**src/rtl/dest_addr_filter.sv**
```systemverilog
module dest_addr_filter #(
  parameter int NENT    = 16,
  parameter int LEN_W   = 11,
  parameter int MIN_LEN = 14
) (
  input  logic             clk,
  input  logic             rst_n,
  input  logic             cfg_valid,
  input  logic [7:0]       cfg_data,
  input  logic             cfg_last,
  input  logic             da_valid,
  input  logic             da_first,
  input  logic [7:0]       da_data,
  input  logic [LEN_W-1:0] da_len,
  input  logic             mode_prom,
  input  logic             mode_rxall,
  input  logic             mode_mcast,
  input  logic             mode_inv,
  output logic             dec_done,
  output logic             dec_accept,
  output logic             dec_ffail,
  output logic             dec_mcast
);
  localparam int SLOT_BYTES = 12;
  localparam int SETUP_LEN  = NENT * SLOT_BYTES;
  localparam int CNT_W      = $clog2(SETUP_LEN + 2);
  localparam int ENT_W      = (NENT > 1) ? $clog2(NENT) : 1;

  // setup stream: staged into a shadow table, committed on an exact-length end
  logic [CNT_W-1:0]          cfg_cnt;
  logic [3:0]                cfg_off;
  logic [ENT_W-1:0]          cfg_ent;
  logic [NENT-1:0][5:0][7:0] shadow, shadow_nxt, table_q;
  logic [2:0]                cfg_slot;
  logic                      cfg_keep, cfg_commit;

  assign cfg_slot   = {cfg_off[3:2], 1'b0} + {2'b00, cfg_off[0]};
  assign cfg_keep   = cfg_valid && !cfg_off[1] && (cfg_cnt < CNT_W'(SETUP_LEN));
  assign cfg_commit = cfg_valid && cfg_last && (cfg_cnt == CNT_W'(SETUP_LEN - 1));

  always_comb begin
    shadow_nxt = shadow;
    if (cfg_keep) shadow_nxt[cfg_ent][cfg_slot] = cfg_data;
  end

  always_ff @(posedge clk) begin
    if (!rst_n) begin
      cfg_cnt <= '0;
      cfg_off <= '0;
      cfg_ent <= '0;
      shadow  <= '0;
      table_q <= '0;
    end else if (cfg_valid) begin
      shadow <= shadow_nxt;
      if (cfg_commit) table_q <= shadow_nxt;
      if (cfg_last) begin
        cfg_cnt <= '0;
        cfg_off <= '0;
        cfg_ent <= '0;
      end else begin
        if (cfg_cnt != CNT_W'(SETUP_LEN + 1)) cfg_cnt <= cfg_cnt + CNT_W'(1);
        if (cfg_off == 4'd11) begin
          cfg_off <= '0;
          cfg_ent <= cfg_ent + ENT_W'(1);
        end else begin
          cfg_off <= cfg_off + 4'd1;
        end
      end
    end
  end

  // address collection
  logic [2:0]      da_idx, eff_idx;
  logic [4:0][7:0] da_hold;
  logic            short_hold, short_q, cand_q;
  logic [5:0][7:0] addr_q;

  assign eff_idx = da_first ? 3'd0 : da_idx;

  always_ff @(posedge clk) begin
    if (!rst_n) begin
      da_idx     <= '0;
      da_hold    <= '0;
      short_hold <= 1'b0;
      short_q    <= 1'b0;
      cand_q     <= 1'b0;
      addr_q     <= '0;
    end else begin
      cand_q <= 1'b0;
      if (da_valid) begin
        if (da_first) short_hold <= (da_len < LEN_W'(MIN_LEN));
        if (eff_idx == 3'd5) begin
          addr_q  <= {da_data, da_hold};
          short_q <= short_hold;
          cand_q  <= 1'b1;
          da_idx  <= '0;
        end else begin
          da_hold[eff_idx] <= da_data;
          da_idx           <= eff_idx + 3'd1;
        end
      end
    end
  end

  // parallel compare against every entry
  logic [NENT-1:0] hit;
  for (genvar i = 0; i < NENT; i++) begin : g_cmp
    assign hit[i] = (table_q[i] == addr_q);
  end

  logic is_bc, is_mc, acc_c, ff_c, mf_c;
  assign is_bc = &addr_q;
  assign is_mc = addr_q[0][0];

  always_comb begin
    acc_c = 1'b0;
    ff_c  = 1'b0;
    mf_c  = 1'b0;
    if (short_q) begin
      acc_c = 1'b0;
    end else if (is_bc) begin
      acc_c = 1'b1;
    end else if (mode_prom || mode_rxall) begin
      acc_c = 1'b1;
      ff_c  = 1'b1;
    end else if (mode_mcast && is_mc) begin
      acc_c = 1'b1;
      mf_c  = 1'b1;
    end else begin
      acc_c = (|hit) ^ mode_inv;
    end
  end

  always_ff @(posedge clk) begin
    if (!rst_n) begin
      dec_done   <= 1'b0;
      dec_accept <= 1'b0;
      dec_ffail  <= 1'b0;
      dec_mcast  <= 1'b0;
    end else begin
      dec_done   <= cand_q;
      dec_accept <= cand_q && acc_c;
      dec_ffail  <= cand_q && ff_c;
      dec_mcast  <= cand_q && mf_c;
    end
  end

  AST_DONE_SINGLE: assert property (@(posedge clk) disable iff (!rst_n) dec_done |=> !dec_done);
  AST_DONE_LATENCY: assert property (@(posedge clk) disable iff (!rst_n) cand_q |=> dec_done);
  AST_QUIET_IDLE: assert property (@(posedge clk) disable iff (!rst_n) !dec_done |-> !dec_accept && !dec_ffail && !dec_mcast);
  AST_FLAG_ACCEPT: assert property (@(posedge clk) disable iff (!rst_n) (dec_ffail || dec_mcast) |-> dec_accept);
  AST_FLAG_EXCL: assert property (@(posedge clk) disable iff (!rst_n) !(dec_ffail && dec_mcast));
  AST_SHORT_DROP: assert property (@(posedge clk) disable iff (!rst_n) cand_q && short_q |=> !dec_accept && !dec_ffail && !dec_mcast);
  AST_BCAST_PASS: assert property (@(posedge clk) disable iff (!rst_n) cand_q && !short_q && (&addr_q) |=> dec_accept && !dec_ffail && !dec_mcast);
  AST_PROM_FLAG: assert property (@(posedge clk) disable iff (!rst_n) cand_q && !short_q && !(&addr_q) && (mode_prom || mode_rxall) |=> dec_ffail);
  AST_TABLE_HOLD: assert property (@(posedge clk) disable iff (!rst_n) !(cfg_valid && cfg_last) |=> $stable(table_q));
endmodule

```
**config.mk**
```make
export PLATFORM = sky130hd
export DESIGN_NAME = dest_addr_filter
export DESIGN_NICKNAME = d
export VERILOG_FILES = /design/src/rtl/dest_addr_filter.sv
export SDC_FILE = /design/constraint.sdc
export NUM_CORES = 2
export LEC_CHECK = 0
export BUFFER_PORTS_ARGS = -buffer_cell sky130_fd_sc_hd__buf_2
export CAP_MARGIN = 20
export CORE_UTILIZATION = 50
export CTS_CLUSTER_SIZE = 30
export DETAILED_ROUTE_END_ITERATION = 10
export GPL_ROUTABILITY_DRIVEN = 0
export MAX_ROUTING_LAYER = met4
export PLACE_DENSITY = 0.71
export SLEW_MARGIN = 0
export SYNTH_ARGS = -nofsm -noshare
export SYNTH_HDL_FRONTEND = slang
export SYNTH_SLANG_ARGS = --single-unit
```
**constraint.sdc**
```tcl
create_clock -name clk -period 2.36 [get_ports clk]
set_clock_uncertainty 0.05 [all_clocks]
set_input_delay 0 -clock clk [delete_from_list [all_inputs] [get_ports clk]]
set_output_delay 0 -clock clk [all_outputs]
set_load 0.005 [all_outputs]
```
==> reports/qor.yml <==
power:
  p_leak_nw: 45.17
  powerDensity_mw_per_mm2: 674.5
  ir_drop_mv: 0.6870
status:
  violations: "setup timing"
  status: "finished with violations"
worst_setup_path:
  r2r_end: "dec_accept$_SDFF_PN0_"
  crit_type: "register to register"
  critPathCaptureType: "register"
  crit_fanout: 8
  worst-endpoint-arrival_ns: 3.52
  timing.rr.start: "addr_q[17]$_SDFFE_PN0P_"
  regToRegSetupSlack_ns: -0.49
  critical_path_required_ns: 3.03
  number_of_cell_instances_on_the_worst_register_to_register_path: 11
  critPathLaunchType: "register"
die:
  coreArea_mm2: 0.1414
  placement_rows: 138
  die-height_um: 379.5
  die-width_um: 379.5
  top_level_ports: 41
  initial_core_utilization_pct: 50.39
  dieArea_mm2: 0.1440
cts:
  tritoncts: "yes"
  cts-root-to-sink-buffers: 3
  worst_setup_hold_path_clk_slew_ns: 0.06
  clk-insertion-delay-late_ns: 0.83
  htree_levels: 4
  tritoncts.num_buffers: 168
  clock_sink_count: 1650
  root_buffer: "sky130_fd_sc_hd__clkbuf_16"
synth:
  synth_xor_area_share_pct: 9.562
  synth_compound_area_share_pct: 11.48
  syn-cell-area_mm2: 0.07126
  synth-seq-area-share_pct: 46.35
  netlist.area_leader.share_pct: 46.35
  yosys_register_bits: 1650
  multiplexer_share_of_the_synthesized_area_pct: 11.39
  synth.net_count: 6846
  edff_count_synth: 0
  synth_cells: 6802
  async_set_or_reset_flop_fraction_in_the_synthesized_netlist_pct: 0
  synth_area_per_cell_um2: 10.48
  synth_top_family_by_area: "simple AND/OR/NAND/NOR gates"
  synth_area_leader_cell: "sky130_fd_sc_hd__dfxtp_1"
  synth_fa_ha_area_share_pct: 0.1229
  post_synth_simple_gate_area_pct: 16.85
  yosysWarnings: 0
  netlist-cell-type-count: 50
  synth_top_flop_cell: "sky130_fd_sc_hd__dfxtp_1"
  synthTopCellsByArea: "sky130_fd_sc_hd__dfxtp_1 46%, sky130_fd_sc_hd__mux2i_1 11%, sky130_fd_sc_hd__o211a_1 11%, sky130_fd_sc_hd__xor2_1 9.5%, sky130_fd_sc_hd__nor2b_1 7.2%"
final_layout:
  post_route_cells_drive_above_1_share_pct: 16.17
  mostFrequentLayoutCell: "sky130_fd_sc_hd__dfxtp_1"
  most-common-layout-cells: "1597 x sky130_fd_sc_hd__dfxtp_1, 863 x sky130_fd_sc_hd__nand2_1, 817 x sky130_fd_sc_hd__nor2b_1, 786 x sky130_fd_sc_hd__mux2i_1, 769 x sky130_fd_sc_hd__o211a_1"
  finalCoreUtilization_pct: 60.21
  area_added_between_synthesis_and_finish_pct: 19.47
  nets: 7110
min_path:
  holdPathStages: 4
  timing.hold.worst.start: "da_data[4]"
  min_delay_worst_endpoint: "addr_q[44]$_SDFFE_PN0P_"
  min-delay-path-class: "primary input to register"
drt:
  routed_wl_um: 246200
  drc: 0
  avgViaCountPerCell: 5.900
  routed-via-count: 53660
  antenna_viol_nets_final: 0
  wl_per_cell_um: 27.07
  drt-initial-drc-count: 6306
  first_pass_iters: 6
sta:
  layout_min_cycle_time_ns: 2.846
  max_freq_ghz: 0.3513
  setup_tns_ns: -0.5094
  worstMarginPinSlew_ns: 0.8234
  hold_violations: 0
  timing.slew.headroom_pct: 45.10
  setup_viol: 3
  rsz0062_at_grt: "true"
  final-max-slew-violation-count: 0
  whs_ns: 0.08860
  post-route-worst-setup-slack_ns: -0.4864
  min_period_over_period_pct: 120.6
global_routing:
  initial_antenna_violation_count: 2
  pin_count_of_the_biggest_net_entering_global_routing: 146
  grt_pass1_wl_um: 346400
  first_global_vias: 50380
  overflow: 0
  global_route.usage.total_pct: 33.36
placement:
  dp_slack_ns: -0.6917
  hpwl_um: 161000
  numPortBuffers: 39
flow_run:
  cap_viol_max_count: 0
==> Yosys cell counts, types with 6 or more instances <==
master,instances
sky130_fd_sc_hd__ha_1,7
sky130_fd_sc_hd__dfxtp_1,1650
sky130_fd_sc_hd__nor2_1,16
sky130_fd_sc_hd__a21oi_1,6
sky130_fd_sc_hd__nand3_1,13
sky130_fd_sc_hd__inv_1,6
sky130_fd_sc_hd__buf_2,135
sky130_fd_sc_hd__nand2_1,885
sky130_fd_sc_hd__a21boi_0,48
sky130_fd_sc_hd__nand4_1,62
sky130_fd_sc_hd__nor2_4,29
sky130_fd_sc_hd__clkbuf_1,295
sky130_fd_sc_hd__nor2_2,12
sky130_fd_sc_hd__nor4_1,200
sky130_fd_sc_hd__buf_6,78
sky130_fd_sc_hd__buf_4,26
sky130_fd_sc_hd__nor3_1,20
sky130_fd_sc_hd__xor2_1,773
sky130_fd_sc_hd__nor2b_1,818
sky130_fd_sc_hd__buf_1,37
sky130_fd_sc_hd__o211a_1,769
sky130_fd_sc_hd__nand2_2,9
sky130_fd_sc_hd__nor2_8,46
sky130_fd_sc_hd__nand3_2,10
sky130_fd_sc_hd__mux2i_1,811
==> registers in the layout (all words and copies together) (netlist names), 3 cells and up <==
name,cells
da_idx,3
table_q,768
shadow,768
da_hold,40
cfg_off,4
addr_q,48
cfg_ent,4
cfg_cnt,8
==> per-layer routing <==
| metal | GRT usage (%) | share of wire, % | up-vias |
|---|---|---|---|
| li1 | - | - | 23780 |
| met1 | 43.13 | 40 | 26370 |
| met2 | 48.51 | 43 | 2712 |
| met3 | 7.394 | 10 | 791 |
| met4 | 17.65 | 6.5 | 0 |
| met5 | - | 0 | - |
==> metrics by stage <==
step	cells	cell area [µm²]	power (mW)
2_1_floorplan	6802	71260	29.40
3_3_place_gp	8660	76470	30.05
3_5_place_dp	8660	76470	30.06
4_1_cts	9025	83540	57.56
5_1_grt	9095	85140	58.81
6_report	9095	85140	57.43
==> cell families (layout without fill, tap and decap cells) <==
group,after synthesis,in the layout
compound gates,834,834
xor+xnor,778,778
fa+ha+maj,7,7
buf+inv,578,980
flops,1650,1650
mux,811,811
other cells,0,1
simple gates,2144,2144
==> cell type report <==
type	count	area [µm²]
Antenna cell	1	2.502
Clock buffer	253	4923
Clock inverter	55	868.3
Fill cell	11410	56270
Inverter	7	26.28
Multi-Input combinational cell	4574	35930
Sequential cell	1650	33110
Tap cell	1890	2365
Timing Repair Buffer	665	7924
==> worst max-delay path by stage <==
| stage | startpoint | to | slack (ns) | cells past startpoint |
|---|---|---|---|---|
| 6_report | addr_q[17]$_SDFFE_PN0P_ | dec_accept$_SDFF_PN0_ | -0.49 | 11 |
| 5_1_grt | addr_q[46]$_SDFFE_PN0P_ | dec_accept$_SDFF_PN0_ | -0.41 | 11 |
| 4_1_cts | addr_q[33]$_SDFFE_PN0P_ | dec_accept$_SDFF_PN0_ | -0.30 | 12 |
| 3_5_place_dp | addr_q[7]$_SDFFE_PN0P_ | dec_accept$_SDFF_PN0_ | -0.69 | 12 |
| 3_3_place_gp | addr_q[13]$_SDFFE_PN0P_ | dec_accept$_SDFF_PN0_ | -0.72 | 12 |
| 2_1_floorplan | cfg_ent[0]$_SDFFE_PN0P_ | table_q[607]$_SDFFE_PN0P_ | 0.21 | 8 |
==> worst max-delay path, cell delays in order (launching register included) <==
cell                       delay (ns)
sky130_fd_sc_hd__dfxtp_2         0.42
sky130_fd_sc_hd__buf_4           0.32
sky130_fd_sc_hd__xor2_1          0.12
sky130_fd_sc_hd__nor4_1          0.38
sky130_fd_sc_hd__nand4_1         0.22
sky130_fd_sc_hd__nor3_4          0.33
sky130_fd_sc_hd__buf_6           0.16
sky130_fd_sc_hd__nor4_2          0.05
sky130_fd_sc_hd__nand4_1         0.21
sky130_fd_sc_hd__buf_6           0.16
sky130_fd_sc_hd__xnor2_2         0.06
sky130_fd_sc_hd__a311oi_1        0.23
==> repair_timing <==
action	4_1_cts	5_1_grt
gates resized for setup	100	119
hold buffers	38	0
setup buffers	11	50
endpoints found under the setup margin	67	389
pin swaps	26	28
cloned	9	22
endpoints found under the hold margin	1360	0
==> report_power, final <==
group / switching (mW) / internal [mW]
sequential: 0.0227 / 27.9
clock: 11.8 / 16.1
combinational: 1.11 / 0.535
total: 12.9 / 44.5
No activity file was read; power rests on OpenSTA's default activity.
